**src/rtl/mrp_pkg.sv**
```systemverilog
package mrp_pkg;
    localparam int DW          = 8;
    localparam int IW          = 4;
    localparam int NREG        = 1 << IW;
    localparam int PAD         = DW - 2 - IW;
    localparam int POLL_N      = 9;
    localparam int RDBK_N      = 15;
    localparam int MIR_FIRST   = 2;
    localparam int MIR_LAST    = 14;
    localparam int POLL_BIT    = 7;
    localparam logic [IW-1:0] PAGE    = 4'h1;
    localparam logic [IW-1:0] IDX_POLL = IW'(POLL_N);
    localparam logic [IW-1:0] IDX_RDBK = IW'(RDBK_N);

    typedef logic [DW-1:0] byte_t;

    typedef struct packed {
        logic          wr;
        logic [IW-1:0] idx;
        byte_t         data;
    } lreq_t;

    typedef enum logic {
        LK_IDLE = 1'b0,
        LK_WAIT = 1'b1
    } lk_state_e;

    function automatic logic is_mirrored(input int unsigned i);
        return (i >= MIR_FIRST) && (i <= MIR_LAST) && (i != POLL_N);
    endfunction

    function automatic byte_t reg_default(input int unsigned i);
        byte_t v;
        v = byte_t'(i * 17);
        return v ^ byte_t'(8'h5A);
    endfunction
endpackage

```
**src/rtl/mrp_shadow_bank.sv**
```systemverilog
module mrp_shadow_bank
    import mrp_pkg::*;
(
    input  logic                 clk,
    input  logic                 rst,
    input  logic                 wr_en,
    input  logic [IW-1:0]        wr_idx,
    input  byte_t                wr_data,
    output byte_t [NREG-1:0]     image
);
    for (genvar g = 0; g < NREG; g++) begin : g_reg
        if (is_mirrored(g)) begin : g_live
            byte_t q;
            always_ff @(posedge clk) begin
                if (rst)
                    q <= reg_default(g);
                else if (wr_en && wr_idx == IW'(g))
                    q <= wr_data;
            end
            assign image[g] = q;
        end else begin : g_tied
            assign image[g] = '0;
        end
    end
endmodule

```
**src/rtl/mrp_req_fifo.sv**
```systemverilog
module mrp_req_fifo
    import mrp_pkg::*;
#(
    parameter int DEPTH = 4
) (
    input  logic  clk,
    input  logic  rst,
    input  logic  push,
    input  lreq_t push_data,
    input  logic  pop,
    output lreq_t head,
    output logic  empty,
    output logic  full
);
    localparam int PW = (DEPTH > 1) ? $clog2(DEPTH) : 1;
    localparam int CW = $clog2(DEPTH + 1);

    lreq_t         mem [DEPTH];
    logic [PW-1:0] wp, rp;
    logic [CW-1:0] cnt;
    logic          do_push, do_pop;

    function automatic logic [PW-1:0] bump(input logic [PW-1:0] p);
        return (p == PW'(DEPTH - 1)) ? '0 : p + 1'b1;
    endfunction

    assign empty   = (cnt == '0);
    assign full    = (cnt == CW'(DEPTH));
    assign do_push = push && !full;
    assign do_pop  = pop && !empty;
    assign head    = mem[rp];

    always_ff @(posedge clk) begin
        if (rst) begin
            wp  <= '0;
            rp  <= '0;
            cnt <= '0;
        end else begin
            if (do_push) wp <= bump(wp);
            if (do_pop)  rp <= bump(rp);
            cnt <= cnt + CW'(do_push) - CW'(do_pop);
        end
    end

    always_ff @(posedge clk) begin
        if (do_push) mem[wp] <= push_data;
    end

    // requests are kept in order; none may be lost to a full queue
    p_no_overflow_r3: assert property (@(posedge clk) disable iff (rst)
        push |-> !full);
endmodule

```
**src/rtl/mrp_link.sv**
```systemverilog
module mrp_link
    import mrp_pkg::*;
#(
    parameter int TIMEOUT = 64
) (
    input  logic          clk,
    input  logic          rst,
    input  lreq_t         head,
    input  logic          empty,
    output logic          pop,
    output logic          req_valid,
    input  logic          req_ready,
    output logic          req_write,
    output logic [IW-1:0] req_index,
    output byte_t         req_wdata,
    input  logic          rsp_valid,
    output logic          done_ok,
    output logic          done_late
);
    localparam int TW = $clog2(TIMEOUT + 1);

    lk_state_e     st;
    logic [TW-1:0] wcnt;

    assign req_valid = (st == LK_IDLE) && !empty;
    assign req_write = head.wr;
    assign req_index = head.idx;
    assign req_wdata = head.data;
    assign pop       = req_valid && req_ready;
    assign done_ok   = (st == LK_WAIT) && rsp_valid;
    assign done_late = (st == LK_WAIT) && !rsp_valid && (wcnt == TW'(TIMEOUT - 1));

    always_ff @(posedge clk) begin
        if (rst) begin
            st   <= LK_IDLE;
            wcnt <= '0;
        end else begin
            case (st)
                LK_IDLE: begin
                    if (pop && !head.wr) begin
                        st   <= LK_WAIT;
                        wcnt <= '0;
                    end
                end
                LK_WAIT: begin
                    if (done_ok || done_late)
                        st <= LK_IDLE;
                    else
                        wcnt <= wcnt + 1'b1;
                end
                default: st <= LK_IDLE;
            endcase
        end
    end

    // an offered request stays put until taken
    p_req_hold_r3: assert property (@(posedge clk) disable iff (rst)
        req_valid && !req_ready |=> req_valid && $stable(req_write)
                                    && $stable(req_index) && $stable(req_wdata));
endmodule

```
**src/rtl/mirror_poll_resync.sv**
```systemverilog
module mirror_poll_resync
    import mrp_pkg::*;
#(
    parameter int FIFO_DEPTH = 4,
    parameter int TIMEOUT    = 64,
    parameter int AW         = 8
) (
    input  logic          clk,
    input  logic          rst,
    input  logic          host_wr,
    input  logic [AW-1:0] host_addr,
    input  logic [DW-1:0] host_wdata,
    output logic [DW-1:0] host_rdata,
    output logic          req_valid,
    input  logic          req_ready,
    output logic          req_write,
    output logic [IW-1:0] req_index,
    output logic [DW-1:0] req_wdata,
    input  logic          rsp_valid,
    input  logic [DW-1:0] rsp_data
);
    byte_t [NREG-1:0] image;
    logic             in_page, mir_wr, poll_wr, poll_start, push;
    logic [IW-1:0]    nib;
    lreq_t            push_data, head;
    logic             empty, full, pop, done_ok, done_late;

    logic             poll_q, match_q;
    logic [IW-1:0]    poll_idx;
    byte_t            snap, rdbk;

    assign in_page    = host_addr[AW-1:IW] == (AW-IW)'(PAGE);
    assign nib        = host_addr[IW-1:0];
    assign mir_wr     = host_wr && in_page && is_mirrored(32'(nib));
    assign poll_wr    = host_wr && in_page && (nib == IDX_POLL);
    assign poll_start = poll_wr && !poll_q && host_wdata[POLL_BIT];
    assign push       = mir_wr || poll_start;

    always_comb begin
        push_data.wr   = mir_wr;
        push_data.idx  = mir_wr ? nib : host_wdata[IW-1:0];
        push_data.data = mir_wr ? host_wdata : '0;
    end

    mrp_shadow_bank u_bank (
        .clk     (clk),
        .rst     (rst),
        .wr_en   (mir_wr),
        .wr_idx  (nib),
        .wr_data (host_wdata),
        .image   (image)
    );

    mrp_req_fifo #(.DEPTH(FIFO_DEPTH)) u_fifo (
        .clk       (clk),
        .rst       (rst),
        .push      (push),
        .push_data (push_data),
        .pop       (pop),
        .head      (head),
        .empty     (empty),
        .full      (full)
    );

    mrp_link #(.TIMEOUT(TIMEOUT)) u_link (
        .clk       (clk),
        .rst       (rst),
        .head      (head),
        .empty     (empty),
        .pop       (pop),
        .req_valid (req_valid),
        .req_ready (req_ready),
        .req_write (req_write),
        .req_index (req_index),
        .req_wdata (req_wdata),
        .rsp_valid (rsp_valid),
        .done_ok   (done_ok),
        .done_late (done_late)
    );

    always_ff @(posedge clk) begin
        if (rst) begin
            poll_q   <= 1'b0;
            match_q  <= 1'b0;
            poll_idx <= '0;
            snap     <= '0;
            rdbk     <= '0;
        end else if (done_ok) begin
            poll_q  <= 1'b0;
            match_q <= is_mirrored(32'(poll_idx)) && (rsp_data == snap);
            rdbk    <= rsp_data;
        end else if (done_late) begin
            poll_q  <= 1'b0;
            match_q <= 1'b0;
        end else if (poll_wr && !poll_q) begin
            poll_idx <= host_wdata[IW-1:0];
            if (host_wdata[POLL_BIT]) begin
                poll_q <= 1'b1;
                snap   <= image[host_wdata[IW-1:0]];
            end
        end
    end

    always_comb begin
        host_rdata = '0;
        if (in_page) begin
            if (nib == IDX_POLL)
                host_rdata = {poll_q, match_q, {PAD{1'b0}}, poll_idx};
            else if (nib == IDX_RDBK)
                host_rdata = rdbk;
            else
                host_rdata = image[nib];
        end
    end

    // a response ends the poll and lands in the readback register
    p_poll_clear_r7: assert property (@(posedge clk) disable iff (rst)
        done_ok |=> !poll_q && (rdbk == $past(rsp_data)));

    // an expired wait ends the poll with no agreement and no readback change
    p_timeout_r9: assert property (@(posedge clk) disable iff (rst)
        done_late |=> !poll_q && !match_q && $stable(rdbk));

    // the control register is frozen while a poll runs
    p_busy_ignore_r5: assert property (@(posedge clk) disable iff (rst)
        poll_q && poll_wr |=> $stable(poll_idx));

    // host writes never move the agreement flag
    p_match_ro_r6: assert property (@(posedge clk) disable iff (rst)
        poll_wr && !done_ok && !done_late |=> $stable(match_q));
endmodule

```
**config.mk**
```make
export PLATFORM = sky130hd
export DESIGN_NAME = mirror_poll_resync
export DESIGN_NICKNAME = d
export VERILOG_FILES = /design/src/rtl/mrp_pkg.sv /design/src/rtl/mrp_shadow_bank.sv /design/src/rtl/mrp_req_fifo.sv /design/src/rtl/mrp_link.sv /design/src/rtl/mirror_poll_resync.sv
export SDC_FILE = /design/constraint.sdc
export NUM_CORES = 1
export LEC_CHECK = 0
export ABC_CLOCK_PERIOD_IN_PS = 2600
export BUFFER_PORTS_ARGS = -buffer_cell sky130_fd_sc_hd__buf_2
export CORE_ASPECT_RATIO = 0.5
export CORE_UTILIZATION = 55
export DETAILED_ROUTE_END_ITERATION = 8
export PLACE_DENSITY = 0.85
export SYNTH_ARGS = -nofsm -noshare
export SYNTH_HDL_FRONTEND = slang
export SYNTH_SLANG_ARGS = --single-unit
```
**constraint.sdc**
```tcl
create_clock -name clk -period 2.6 [get_ports clk]
set_input_delay 0.26 -clock clk [delete_from_list [all_inputs] [get_ports clk]]
set_output_delay 0.26 -clock clk [all_outputs]
set_load 0.1 [all_outputs]
```
Yosys cells after proc, flatten, opt, wreduce, memory -nomap -nowiden
Memory sizes are Yosys's and may differ from the RTL's. A register that Yosys moved wholly into a read port is not among the register bits.
Index checks and enable logic that the tools add are counted.
{"block": "totals", "wordCells": 128, "ff_bits": 133, "mem_count": 1, "output_inout_bits": 22, "mem_bits_rw": 52, "input_bits": 29}
{"block": "classes", "reduce_logical": 44, "n_lt_le_gt_ge": 6, "add_sub_neg": 5, "n_mux": 23, "bitwise": 3, "n_eq_ne": 24}
{"name": "u_fifo.mem", "depth": 4, "width": 13, "read_ports": 1, "rd_clocked_by_memory_dff": 1, "wr": 1, "line": "mrp_req_fifo.sv:18", "source": "lreq_t mem [DEPTH];"}
{"cell": "8-bit binary-select mux with 4-bit select", "n": 2}
{"cell": "8-bit 2-to-1 mux", "n": 6}
{"cell": "4-bit == test, second input constant", "n": 8}
{"cell": "1-bit logical AND", "n": 30}
{"cell": "4-bit by 3-bit == test with 1-bit output, second input constant", "n": 4}
{"cell": "7-bit 2-to-1 mux", "n": 2}
{"cell": "7-bit one-hot mux with 2 select lines", "n": 1}
{"cell": "4-bit by 5-bit < comparator with 1-bit output, second input constant", "n": 2}
{"cell": "4-bit by 2-bit == test with 1-bit output, second input constant", "n": 2}
{"cell": "8-bit == test", "n": 1}
{"cell": "4-bit by 2-bit greater-or-equal comparator with 1-bit output, second input constant", "n": 2}
{"cell": "4-bit <= comparator, second input constant", "n": 2}
{"cell": "2-bit 2-to-1 mux", "n": 4}
{"cell": "4-bit != test, second input constant", "n": 2}
{"cell": "7-bit by 1-bit adder with 7-bit output, second input constant", "n": 1}
{"cell": "7-bit by 6-bit == test with 1-bit output, second input constant", "n": 1}
{"cell": "1-bit 2-to-1 mux", "n": 6}
{"cell": "1-bit logical NOT", "n": 5}
{"cell": "2-bit by 1-bit adder with 2-bit output, second input constant", "n": 2}
{"cell": "2-bit == test, second input constant", "n": 2}
{"cell": "4-bit by 1-bit == test with 1-bit output, second input constant", "n": 1}
{"cell": "4-bit 2-to-1 mux", "n": 1}
{"cell": "2-bit != test, second input constant", "n": 2}
{"cell": "2-bit AND reduction", "n": 2}
{"cell": "other kinds (11)", "n": 14}

Longest topological paths before layout
{"block": "depth", "word_depth": 9, "mapped_depth": 12, "mapped_depth_nobuf": 11}

Hierarchy
A second synthesis with hierarchy kept.
{"block": "unflattened", "cells_unflattened": 847, "area_unflattened_um2": 10169.8}
{"mod": "mrp_shadow_bank", "cells_per_inst": 386, "area_per_inst_um2": 3987.6, "instances": 1, "seq_area_each_um2": 1921.8}
{"mod": "mirror_poll_resync", "cells_per_inst": 286, "area_per_inst_um2": 3337.0, "instances": 1, "seq_area_each_um2": 440.4}
{"mod": "mrp_req_fifo", "cells_per_inst": 117, "area_per_inst_um2": 2353.5, "instances": 1, "seq_area_each_um2": 1741.7}
{"mod": "mrp_link", "cells_per_inst": 58, "area_per_inst_um2": 491.7, "instances": 1, "seq_area_each_um2": 160.2}

Worst setup path after synthesis
OpenSTA, ideal clock, no wires.
{"block": "synth_path", "path_type": "input -> output", "from": "input host_addr[3]", "to": "output host_rdata[4]", "n_path_buf": 4, "required_time_ns": 2.340, "arrival_time_ns": 3.560, "setup_slack_ns": -1.220, "cell_stages": 6, "cell_sequence": "clkbuf_1 > buf_2 > buf_2 > clkbuf_1 > o21ai_0 > a211oi_1"}
{"block": "synth_between", "elab_chain_len": 5, "word_cells_on_any_way": 7, "cone_classes": "2 x eq/ne; 5 x mux"}
{"item": "from (decl)", "line": "mirror_poll_resync.sv:11", "source": "input logic [AW-1:0] host_addr,"}
{"item": "8-bit binary-select mux with 4-bit select", "line": "mirror_poll_resync.sv:112", "source": "host_rdata = image[nib];"}
{"item": "8-bit 2-to-1 mux (implied by the code)", "line": "mirror_poll_resync.sv:112"}
{"item": "8-bit 2-to-1 mux", "line": "mirror_poll_resync.sv:109", "source": "else if (nib == IDX_RDBK)"}
{"item": "8-bit 2-to-1 mux *", "line": "mirror_poll_resync.sv:107", "source": "if (nib == IDX_POLL)"}
{"item": "8-bit 2-to-1 mux *", "line": "mirror_poll_resync.sv:106", "source": "if (in_page) begin"}
{"item": "to (decl)", "line": "mirror_poll_resync.sv:13", "source": "output logic [DW-1:0] host_rdata,"}
Mark *: on every way between the ends. The rest lies on a longest branch, timed or not. The select of a mux whose other input is x is not followed.

Worst setup path in the final report
{"block": "layout_path", "from": "input host_addr[0]", "to": "output host_rdata[4]"}
Same word-level chain as after synthesis.

==> results.cfg <==
[hold_path]
hold_path_class = in2reg

[floorplanning]
rows = 32
start_util_pct = 57.6
ios = 51
die_h_um = 92.8
die_width_um = 184
die_area_um2 = 17000
coreArea_um2 = 15700

[detailed_routing]
vias = 7993
postRouteAntennaNets = 0
detail_route.vias_per_cell = 6.65
drtPass1Iterations = 6
drc = 0
drtIter0Drc = 1173
wl_per_cell_um = 22.9
routed_wl_um = 27500

[worst_setup_path]
start_kind = input port
cp_slowest_stage_delay_ns = 0.47
worstSetupPathType = in2out
critPathBufInv = 3
worst_ep_required_time_ns = 2.34
crit_chain = buf_2 -> buf_4 -> nand2b_1 -> o22ai_1 -> nand2_1 -> o21ai_0 -> a211oi_2 -> buf_12
path_delay_family = buffers and inverters
ff2ff_setup_slack_ns = 0.09
arrival_ns = 2.30
critPathCaptureType = primary output
cp_max_fo = 19
cp_slowest_cell = buf_2

[sta]
finClkSkew_ns = 0.0104
worst_pin_slew_ns = 0.986
finalHoldViolCount = 0
finalMaxSlewViolations = 0
fin_crit_sh_pct = 98.4
relSlewSlack_pct = 34.0
max_freq_mhz = 391
period_needed_ns = 2.56
setup_tns_ns = 0
setup_viol = 0

[synth]
yosys-top-cells-area = dfxtp_1 (30%), edfxtp_1 (17%), mux2i_1 (6.3%)
syn_area_um2 = 9060
synth_ff_type = dfxtp_1
synth_edf_count = 52
netlist_instances = 927
synthAdderAreaFrac_pct = 1.33
synth_top_family_by_area = simple AND/OR/NAND/NOR gates
synth-xor-area-share_pct = 1.35
synth_area_leader_cell = dfxtp_1
synth_compound_area_share_pct = 15.4
synth_cell_types = 65
ys_ff_latch = 187
netlist.area_leader.share_pct = 29.8
seq_area_frac_synth_pct = 47.1
async_reset_ff_share_pct = 0
synth_warnings = 0
syn_nets = 965
synthMuxAreaShare_pct = 14.0
synth.avg_cell_area_um2 = 9.78
synthSimpleGateAreaFrac_pct = 16.3

[clocking]
cts_buffers = 17
clockBufferDepth = 2
clk_pin_slew_ns = 0.08
cts_root_buffer = clkbuf_16
clk_latency_ns = 0.44
htreeDepth = 4
ctsHoldBuffers = 0
cts_tree = done
cts.sinks = 187

[global_routing]
grt_use_total_pct = 33.5
met2_usage_pct = 51.3
use_met1_pct = 45.6
grt_pass1_vias = 7509
antenna_found_initial = 0
grt-busiest-layer = met2
use_met3_pct = 7.79
grt_pass1_wl_um = 42800
grt_start_max_net_pins = 54
overflow = 0

[power_and_ir_drop]
clock_power_share_pct = 36.8
vdd_drop_max_v = 0.000493
p_leak_uw = 0.00407
power_frac_comb_pct = 20.9
power_density_nw_per_um2 = 700
p_seq_share_pct = 42.3
switching_share_pct = 33.5
net-switching-power_uw = 2450
totalPowerFinal_uw = 7330
internal_power_uw = 4880

[run]
maxCapViolations = 0

[cells_and_area]
nets = 1006
layout_common_cells = nand2_1 (136), dfxtp_1 (133), a21oi_1 (58)
layout_commonest_cell = nand2_1
post-route-util_pct = 66.6
drive_above_1_share_pct = 20.1
area_growth_pct = 15.6
fillers = 1191
diodes = 0

[placement]
place_hpwl_um = 18900
io_buffers = 50
place_congestion = 0.940

[run_status]
outcome = complete, no violations
[layer usage]
layer  share of wire (%)  vias up
li1                    -     3486
met5                   0        -
met2                  45      590
met3                  11       94
met1                  40     3823
met4                 3.5        0
[registers in the layout, summed over array words and instances, names as in the netlist, named ones only]
name               count
match_q                1
poll_idx               4
poll_q                 1
rdbk                   8
snap                   8
u_bank.g.g_live.q     96
u_fifo.cnt             3
u_fifo.mem            52
u_fifo.rp              2
u_fifo.wp              2
u_link.st              1
u_link.wcnt            7
[through the flow]
step | cells | hold slack, ns | setup slack (ns) | cell area (um2)
after floorplan | 927 | 0.396 | -0.280 | 9110
after global placement | 1169 | 0.445 | 0.131 | 9830
after detailed placement | 1169 | 0.452 | -0.0160 | 9830
after CTS | 1201 | 0.0742 | 0.0845 | 10500
after global routing | 1202 | 0.0809 | -0.0113 | 10500
final | 1202 | 0.0768 | 0.0412 | 10500
[what timing repair did]
action                                  4_1_cts  5_1_grt
pin swaps                                     0        2
resized for setup                             1        6
endpoints found under the hold margin         0        0
endpoints found under the setup margin        1        1
setup buffers                                 0        1
[power groups by stage]
stage | Sequential [uW] | Clock [uW] | Combinational, uW
2_1_floorplan | 3140 | 0 | 1120
3_3_place_gp | 3140 | 0 | 1410
3_5_place_dp | 3150 | 0 | 1460
4_1_cts | 3090 | 2710 | 1480
5_1_grt | 3110 | 2830 | 1600
6_report | 3100 | 2700 | 1530
[synthesized netlist by cell type (5+ instances only)]
cell type and n:
mux4_2 21, a21oi_1 62, edfxtp_1 52, buf_2 23, o21ai_0 27, nand4_1 7, xnor2_1 8, nor2b_1 12
nand2_1 136, o221ai_1 6, inv_1 17, mux2i_1 57, nand2b_1 5, xor2_1 6, a211oi_1 7, a221o_1 6
nor3_1 6, and2_1 13, mux2_2 20, and3_1 5, a221oi_1 6, a31oi_1 10, clkbuf_1 48, nand3_1 57
o211ai_1 42, nor2_1 57, ha_1 8, dfxtp_1 135
[final timing paths]
check,from,endpoint,depth (start not counted)
setup / recovery,host_addr[0],host_rdata[4],8
hold / removal,rsp_data[2],rdbk[2],3
setup reg to reg,u_fifo.cnt[1],u_fifo.cnt[2],11
hold reg to reg,rdbk[7],rdbk[7],2
[worst register-to-register path, stage by stage, from the launching register on]
cell	delay, ns
dfxtp_4	0.38
nor3_4	0.22
nor2_4	0.06
and2_2	0.21
ha_1	0.32
inv_2	0.07
ha_2	0.17
inv_1	0.06
fa_1	0.40
xor2_1	0.18
xnor2_1	0.25
nor2_1	0.07
[cell families (layout without fill, tap and decap cells)]
family | Yosys count | count (layout)
simple gates | 317 | 317
mux | 98 | 98
compound gates | 206 | 206
xor+xnor | 14 | 14
buf+inv | 96 | 150
flops | 187 | 187
fa+ha+maj | 9 | 9
[layout make-up]
cell class              instances  area, um2  share of cell area, %
multi-input cells             644       4450                   42.5
flip-flops and latches        187       4270                   40.7
repair buffers                100        796                   7.59
clock inverters                15        194                   1.85
clock buffers                  17        425                   4.06
inverters                      18       67.6                  0.645
well taps                     221        277                   2.64
(Power assumes the default switching activity.)
